[src/rtl/hsm_pkg.sv]
package hsm_pkg;
  localparam int NFLD    = 8;
  localparam int LEN_W   = 4;
  localparam int SIZE_W  = 3;
  localparam int BURST_W = 2;
  localparam int LOCK_W  = 2;
  localparam int CACHE_W = 4;
  localparam int PROT_W  = 3;

  // Width of payload field idx; order: addr, id, len, size, burst, lock, cache, prot
  function automatic int fld_width(int idx, int aw, int iw);
    case (idx)
      0:       return aw;
      1:       return iw;
      2:       return LEN_W;
      3:       return SIZE_W;
      4:       return BURST_W;
      5:       return LOCK_W;
      6:       return CACHE_W;
      7:       return PROT_W;
      default: return 0;
    endcase
  endfunction

  // Low bit of field idx inside the packed payload
  function automatic int fld_base(int idx, int aw, int iw);
    int acc;
    acc = 0;
    for (int k = 0; k < idx; k++) acc += fld_width(k, aw, iw);
    return acc;
  endfunction
endpackage

[src/rtl/hsm_field_hold.sv]
module hsm_field_hold #(
  parameter int W = 4
) (
  input  logic         clk,
  input  logic         rst,
  input  logic         chk_en,
  input  logic         stall_q,
  input  logic         valid,
  input  logic [W-1:0] fld,
  output logic         hit,
  output logic         err
);
  logic [W-1:0] snap;

  // Snapshot follows the field until a stall is under way, then holds
  always_ff @(posedge clk) begin
    if (rst)          snap <= '0;
    else if (!stall_q) snap <= fld;
  end

  assign hit = chk_en && stall_q && valid && (fld != snap);

  always_ff @(posedge clk) begin
    if (rst)      err <= 1'b0;
    else if (hit) err <= 1'b1;
  end
endmodule

[src/rtl/hsm_stall_track.sv]
module hsm_stall_track (
  input  logic clk,
  input  logic rst,
  input  logic chk_en,
  input  logic valid,
  input  logic ready,
  output logic stall_q,
  output logic hit,
  output logic vdrop
);
  always_ff @(posedge clk) begin
    if (rst) stall_q <= 1'b0;
    else     stall_q <= valid && !ready;
  end

  assign hit = chk_en && stall_q && !valid;

  always_ff @(posedge clk) begin
    if (rst)      vdrop <= 1'b0;
    else if (hit) vdrop <= 1'b1;
  end
endmodule

[src/rtl/hsm_wait_timer.sv]
module hsm_wait_timer #(
  parameter int CNT_W = 8
) (
  input  logic             clk,
  input  logic             rst,
  input  logic             gate,
  input  logic             valid,
  input  logic             ready,
  input  logic [CNT_W-1:0] limit,
  output logic             warn
);
  localparam logic [CNT_W-1:0] CMAX = '1;

  logic [CNT_W-1:0] cnt;
  logic             hit;

  always_ff @(posedge clk) begin
    if (rst || !valid || ready) cnt <= '0;
    else if (cnt != CMAX)       cnt <= cnt + 1'b1;
  end

  assign hit = gate && valid && !ready && (cnt >= limit);

  always_ff @(posedge clk) begin
    if (rst)      warn <= 1'b0;
    else if (hit) warn <= 1'b1;
  end
endmodule

[src/rtl/hs_rule_monitor.sv]
module hs_rule_monitor #(
  parameter int ADDR_W = 32,
  parameter int ID_W   = 4,
  parameter int CNT_W  = 8
) (
  input  logic                       clk,
  input  logic                       rst,
  input  logic                       chk_err_en,
  input  logic                       chk_rec_en,
  input  logic                       chk_wait_en,
  input  logic [CNT_W-1:0]           wait_limit,
  input  logic                       a_valid,
  input  logic                       a_ready,
  input  logic [ADDR_W-1:0]          a_addr,
  input  logic [ID_W-1:0]            a_id,
  input  logic [hsm_pkg::LEN_W-1:0]  a_len,
  input  logic [hsm_pkg::SIZE_W-1:0] a_size,
  input  logic [hsm_pkg::BURST_W-1:0] a_burst,
  input  logic [hsm_pkg::LOCK_W-1:0] a_lock,
  input  logic [hsm_pkg::CACHE_W-1:0] a_cache,
  input  logic [hsm_pkg::PROT_W-1:0] a_prot,
  output logic [hsm_pkg::NFLD-1:0]   err_field,
  output logic                       err_vdrop,
  output logic                       err_any,
  output logic                       warn_wait
);
  import hsm_pkg::*;

  localparam int PAY_W = fld_base(NFLD, ADDR_W, ID_W);

  logic [PAY_W-1:0] pay;
  logic [NFLD-1:0]  fld_hit;
  logic             stall_q;
  logic             drop_hit;

  assign pay = {a_prot, a_cache, a_lock, a_burst, a_size, a_len, a_id, a_addr};

  hsm_stall_track u_stall (
    .clk    (clk),
    .rst    (rst),
    .chk_en (chk_err_en),
    .valid  (a_valid),
    .ready  (a_ready),
    .stall_q(stall_q),
    .hit    (drop_hit),
    .vdrop  (err_vdrop)
  );

  for (genvar g = 0; g < NFLD; g++) begin : g_fld
    localparam int FW = fld_width(g, ADDR_W, ID_W);
    localparam int FB = fld_base(g, ADDR_W, ID_W);
    hsm_field_hold #(.W(FW)) u_hold (
      .clk    (clk),
      .rst    (rst),
      .chk_en (chk_err_en),
      .stall_q(stall_q),
      .valid  (a_valid),
      .fld    (pay[FB +: FW]),
      .hit    (fld_hit[g]),
      .err    (err_field[g])
    );
  end

  hsm_wait_timer #(.CNT_W(CNT_W)) u_wait (
    .clk  (clk),
    .rst  (rst),
    .gate (chk_rec_en && chk_wait_en),
    .valid(a_valid),
    .ready(a_ready),
    .limit(wait_limit),
    .warn (warn_wait)
  );

  // Combined error kept as its own register, set on the same edge as the flags
  always_ff @(posedge clk) begin
    if (rst)                        err_any <= 1'b0;
    else if ((|fld_hit) || drop_hit) err_any <= 1'b1;
  end
endmodule

[config.mk]
export PLATFORM = sky130hd
export DESIGN_NAME = hs_rule_monitor
export DESIGN_NICKNAME = d
export VERILOG_FILES = /design/src/rtl/hsm_pkg.sv /design/src/rtl/hsm_field_hold.sv /design/src/rtl/hsm_stall_track.sv /design/src/rtl/hsm_wait_timer.sv /design/src/rtl/hs_rule_monitor.sv
export SDC_FILE = /design/constraint.sdc
export NUM_CORES = 1
export LEC_CHECK = 0
export BUFFER_PORTS_ARGS = -buffer_cell sky130_fd_sc_hd__clkbuf_2
export CAP_MARGIN = 20
export CORE_ASPECT_RATIO = 1.1
export CORE_MARGIN = 2
export CORE_UTILIZATION = 45
export CTS_CLUSTER_DIAMETER = 40
export DETAILED_ROUTE_END_ITERATION = 16
export GPL_TIMING_DRIVEN = 0
export PLACE_DENSITY = 0.68
export SLEW_MARGIN = 30
export SYNTH_ARGS = -nofsm -noshare
export SYNTH_HDL_FRONTEND = slang
export SYNTH_HIERARCHICAL = 1
export SYNTH_SLANG_ARGS = --single-unit
[constraint.sdc]
create_clock -name clk -period 2.3 [get_ports clk]
set_clock_uncertainty 0.2 [all_clocks]
set_input_delay 0.23 -clock clk [delete_from_list [all_inputs] [get_ports clk]]
set_output_delay 0.23 -clock clk [all_outputs]
set_load 0.02 [all_outputs]
==> Word-level counts from Yosys, hierarchy flattened <==
Index checks and enable logic that the tools add are counted.
{ "totals": {"register_bits": 74, "out_inout_bits": 11, "wordCells": 54} }
{ "op_classes": {"reduce_logical": 22, "n_lt_le_gt_ge": 1, "add_sub_neg": 1, "n_eq_ne": 9} }
{ "op_table": {"columns": ["operator", "count"], "rows": [
  ["$ne A32 B32 Y1", 1],
  ["$logic_and A1 B1 Y1", 16],
  ["$ne A4 B4 Y1", 3],
  ["$add A8 B1 Y8 const B", 1],
  ["$ge A8 B8 Y1", 1],
  ["$ne A8 B8 Y1 const B", 1],
  ["$reduce_or A8 Y1", 1],
  ["$ne A3 B3 Y1", 2],
  ["$ne A2 B2 Y1", 2],
  ["$logic_or A1 B1 Y1", 3],
  ["$logic_not A1 Y1", 2]
]} }

==> Depth between registers and ports, before layout <==
{ "depth": {"depth_word": 5, "mapped_depth": 6, "mapped_depth_nobuf": 6} }

==> Hierarchy <==
The synthesis kept the hierarchy.
{ "modules_own_cells": {"columns": ["mod", "cells_each", "n_inst", "area_each_um2"], "rows": [
  ["hsm_field_hold (g_fld[0].u_hold)", 150, 1, 1498.9],
  ["hsm_field_hold (g_fld[1].u_hold ...)", 24, 3, 234.0],
  ["hsm_wait_timer", 75, 1, 603.1],
  ["hsm_field_hold (g_fld[3].u_hold ...)", 20, 2, 185.2],
  ["hsm_field_hold (g_fld[4].u_hold ...)", 12, 2, 128.9],
  ["hsm_stall_track", 7, 1, 68.8],
  ["hs_rule_monitor", 6, 1, 48.8]
]} }

==> Least setup slack after synthesis <==
OpenSTA, ideal clock, no wires.
{ "synth_path": {"path_type": "register to register", "start": "reg u_stall.stall_q", "end": "reg g_fld[0].u_hold.snap[0]", "path_stages_with_launch": 5, "required_ps": 1972, "path_buffers": 2, "t_arrival_ps": 1244, "setup_slack_ps": 729, "path_cell_list": "dfxtp_1 > buf_2 > buf_2 > mux2i_1 > nor2_1"} }
{ "synth_rtl": {"columns": ["element", "line_no", "text"], "rows": [
  ["from (decl)", "hsm_stall_track.sv:7", "output logic stall_q,"],
  ["from (signal assigned)", "hsm_stall_track.sv:13", "else stall_q <= valid && !ready;"],
  ["to (signal assigned)", "hsm_field_hold.sv:18", "else if (!stall_q) snap <= fld;"],
  ["to (decl)", "hsm_field_hold.sv:13", "logic [W-1:0] snap;"]
]} }

==> Worst setup path in the final report <==
{ "layout_path": {"start": "in a_addr[29]", "end": "reg err_any"} }
{ "layout_between": {"elab_chain_cells": 4} }
{ "layout_rtl": {"columns": ["element", "line_no", "text"], "rows": [
  ["from (decl)", "hs_rule_monitor.sv:14", "input logic [ADDR_W-1:0] a_addr,"],
  ["$ne A32 B32 Y1", "hsm_field_hold.sv:21", "assign hit = chk_en && stall_q && valid && (fld != snap);"],
  ["$logic_and A1 B1 Y1", "hsm_field_hold.sv:21", null],
  ["net fld_hit[0]", "hs_rule_monitor.sv:32", "logic [NFLD-1:0] fld_hit;"],
  ["$reduce_or A8 Y1", "hs_rule_monitor.sv:77", "else if ((|fld_hit) || drop_hit) err_any <= 1'b1;"],
  ["$logic_or A1 B1 Y1", "hs_rule_monitor.sv:77", null],
  ["to (signal assigned)", "hs_rule_monitor.sv:76", "if (rst) err_any <= 1'b0;"],
  ["to (signal assigned)", "hs_rule_monitor.sv:77", null],
  ["to (decl)", "hs_rule_monitor.sv:24", "output logic err_any,"]
]} }
The timed path passes the listed nets, and every way through them passes these cells.
A chain may end at the register's enable or synchronous reset.

==> metrics.cfg <==
[critical_path]
worst-path-max-fanout = 2
reg2reg_depth = 4
crit_required_ps = 2290
critPathLaunchType = input pin
r2r_end = g_fld[0].u_hold/snap[3]
end_kind = flop
crit_end = err_any
cp-startpoint = a_addr[29]
rrSetupSlack_ps = 360
crit_type = input pin to flop
timing.rr.start = u_stall/stall_q
worstPathArrival_ps = 2020

[pwr]
peakVddDrop_v = 0.000390
seq_power_share_pct = 47.7
combinationalPowerShare_pct = 15.0
p_leak_nw = 1.99
totalPowerFinal_mw = 2.92
p_per_area_nw_per_um2 = 603
p_sw_mw = 0.723
pwr-share-clk_pct = 37.2
internal-power_mw = 2.19
netSwitchingFraction_pct = 24.8

[die]
row_count = 33
dieArea_sq_um = 8620
die_y_um = 97.2
core-area_sq_um = 7560
ios = 80
die_w_um = 88.7
start_util_pct = 47.0

[cts]
cts_buffers = 9
path_clk_slew_ps = 80
post_cts_buffers = 0
cts_max_level = 3
clock_latency_ps = 340
cts_tree = built
clock_path_buffers = 2
cts.sinks = 74
cts_root_buf = clkbuf_8

[sta]
rsz0062_at_grt = false
setup_viol = 0
max_freq_mhz = 493
maxSlewHeadroom_pct = 52.6
tns_ps = 0
worstMarginPinSlew_ps = 711
finalHoldViolCount = 0
post-route-period-util_pct = 88.3
worst_slack_ps = 270
slew_viol_final = 0
period_needed_ps = 2030

[logic_synthesis]
yosysSeqAreaShare_pct = 41.7
yosys_warnings = 6
synth_cell_type_count = 36
synth.avg_cell_area_sq_um = 9.49
netlist.area_leader.share_pct = 41.7
synth_nets = 452
ys_top_cells_by_area = dfxtp_1 (42%), mux2i_1 (15%), xnor2_1 (9.6%)
ys_ff_latch = 74
synth_top_area_cell = dfxtp_1
synth_cells = 374
synth_area_sq_um = 3550

[placement]
dpl-instance-area_sq_um = 4080
portBuffers = 79
dp_hpwl_um = 5580
gp_congestion = 0.745
post-place-ws_ps = 316

[run_status]
status = finished, final reports clean

[layout]
antenna_cells = 0
areaGrowthSynthToFinish_pct = 36.3
layout-drive-gt1-share_pct = 21.6
layout.nets = 596
seqCellArea_sq_um = 1480
fill_cells = 643
final_common_cell = clkbuf_2
multi_input_area_sq_um = 1950
final_cell_mix = clkbuf_2 (79), dfxtp_1 (74), nor2_1 (65)
final_area_sq_um = 4840

[route]
vias_per_cell = 4.89
routedWlPerCell_um = 13.0
postRouteAntennaNets = 0
drtPass1Iterations = 5
drt_iter0_markers = 91
wl_um = 8120
via_count = 3068
drc_errors = 0

[global_route]
grt-ovfl-total = 0
antenna_found_initial = 0
grt_pass1_wl_um = 13500
grtUsageTotal_pct = 19.7
grt_max_degree = 38
first_global_vias = 3085

[min_path]
hp-class = input pin to flop

[job]
cap_violations = 0

-- per-layer routing --
layer | global-route usage (%) | part of all wire [%] | up-vias
met2 | 35.6 | 53 | 56
met3 | 4.16 | 3.8 | 4
met4 | 5.13 | 0.57 | 0
met5 | 0 | 0 | -
met1 | 22.8 | 43 | 1423
li1 | - | - | 1585
-- repair_timing --
action,CTS,global route
gates resized for setup,0,1
hold buffers,54,0
setup endpoints to repair,0,1
endpoints found under the hold margin,54,0
-- final cells by class --
type	instances	share of cell area, %
clock buffers	9	2.56
plain buffers	13	1.24
well taps	105	2.72
flip-flops and latches	74	30.6
clock inverters	6	1.89
repair buffers	133	19.3
inverters	16	1.24
multi-input cells	271	40.4
-- through the flow --
| step | util, % | instances | hold WS (ps) |
|---|---|---|---|
| 2_1_floorplan | - | 374 | 99.4 |
| 3_3_place_gp | 53.9 | 558 | 247 |
| 3_5_place_dp | 53.9 | 558 | 245 |
| 4_1_cts | 64.0 | 627 | 6.60 |
| 5_1_grt | 64.0 | 627 | 10.2 |
| 6_report | 64.0 | 627 | 9.32 |
-- Yosys cell counts --
cell type / instances
a311oi_1: 2
o31ai_1: 1
or2_1: 1
nor3_1: 4
nand2_1: 6
o21ai_0: 4
nor4_1: 5
nand2b_1: 1
o211ai_1: 1
buf_2: 9
nor2b_1: 1
nand4_2: 1
mux2i_1: 54
nor3b_1: 2
a211oi_1: 5
nor4_2: 3
inv_1: 16
o21a_1: 1
dfxtp_1: 74
ha_1: 9
a21oi_1: 5
clkbuf_1: 3
nand4_1: 10
and3_1: 1
nor2_2: 2
xnor2_1: 39
nand3_2: 1
o21ba_1: 3
a31oi_1: 13
xor2_1: 16
buf_1: 1
nor2_1: 65
nand3_1: 11
and2_1: 1
nand3b_1: 1
a21oi_2: 2
-- state kept, by name, indices dropped and copies added (netlist names) --
signal,cells
g_fld.u_hold/snap,54
g_fld.u_hold/err,8
u_wait/cnt,8
err_any,1
u_stall/stall_q,1
u_stall/vdrop,1
u_wait/warn,1
-- worst min-delay path by stage --
stage	start	to	cells after the start
2_1_floorplan	rst	err_any	1
3_3_place_gp	u_stall/vdrop	u_stall/vdrop	2
3_5_place_dp	u_stall/vdrop	u_stall/vdrop	2
4_1_cts	a_addr[6]	g_fld[0].u_hold/snap[6]	3
5_1_grt	a_addr[6]	g_fld[0].u_hold/snap[6]	3
6_report	a_addr[6]	g_fld[0].u_hold/snap[6]	3
-- worst max-delay path: stages --
cell	delay, ps
dlygate4sd3_1	540
clkbuf_2	120
xnor2_1	160
nand4_1	130
nor4_1	370
a21oi_1	160
nor4_1	190
a31oi_1	110
-- kinds of logic (layout without fill, tap and decap cells) --
kind of cell / count (synthesis) / count (layout) / synth area share, %
AOI/OAI and AO/OA: 37 / 37 / 7.09
xor gates and xnor gates: 55 / 55 / 13.6
adders and majority gates: 9 / 9 / 3.17
buffers and inverters: 29 / 177 / 3.38
DFF: 74 / 74 / 41.7
muxes: 54 / 54 / 15.2
and+or+nand+nor: 116 / 116 / 15.8
-- power groups by stage --
stage / Combinational, mW / Clock [mW] / Sequential, mW
after floorplan: 0.221 / 0 / 1.42
after global placement: 0.355 / 0 / 1.42
after detailed placement: 0.366 / 0 / 1.42
after CTS: 0.439 / 1.12 / 1.39
after global routing: 0.485 / 1.19 / 1.40
final: 0.438 / 1.09 / 1.39
No activity file was read; power rests on OpenSTA's default activity.
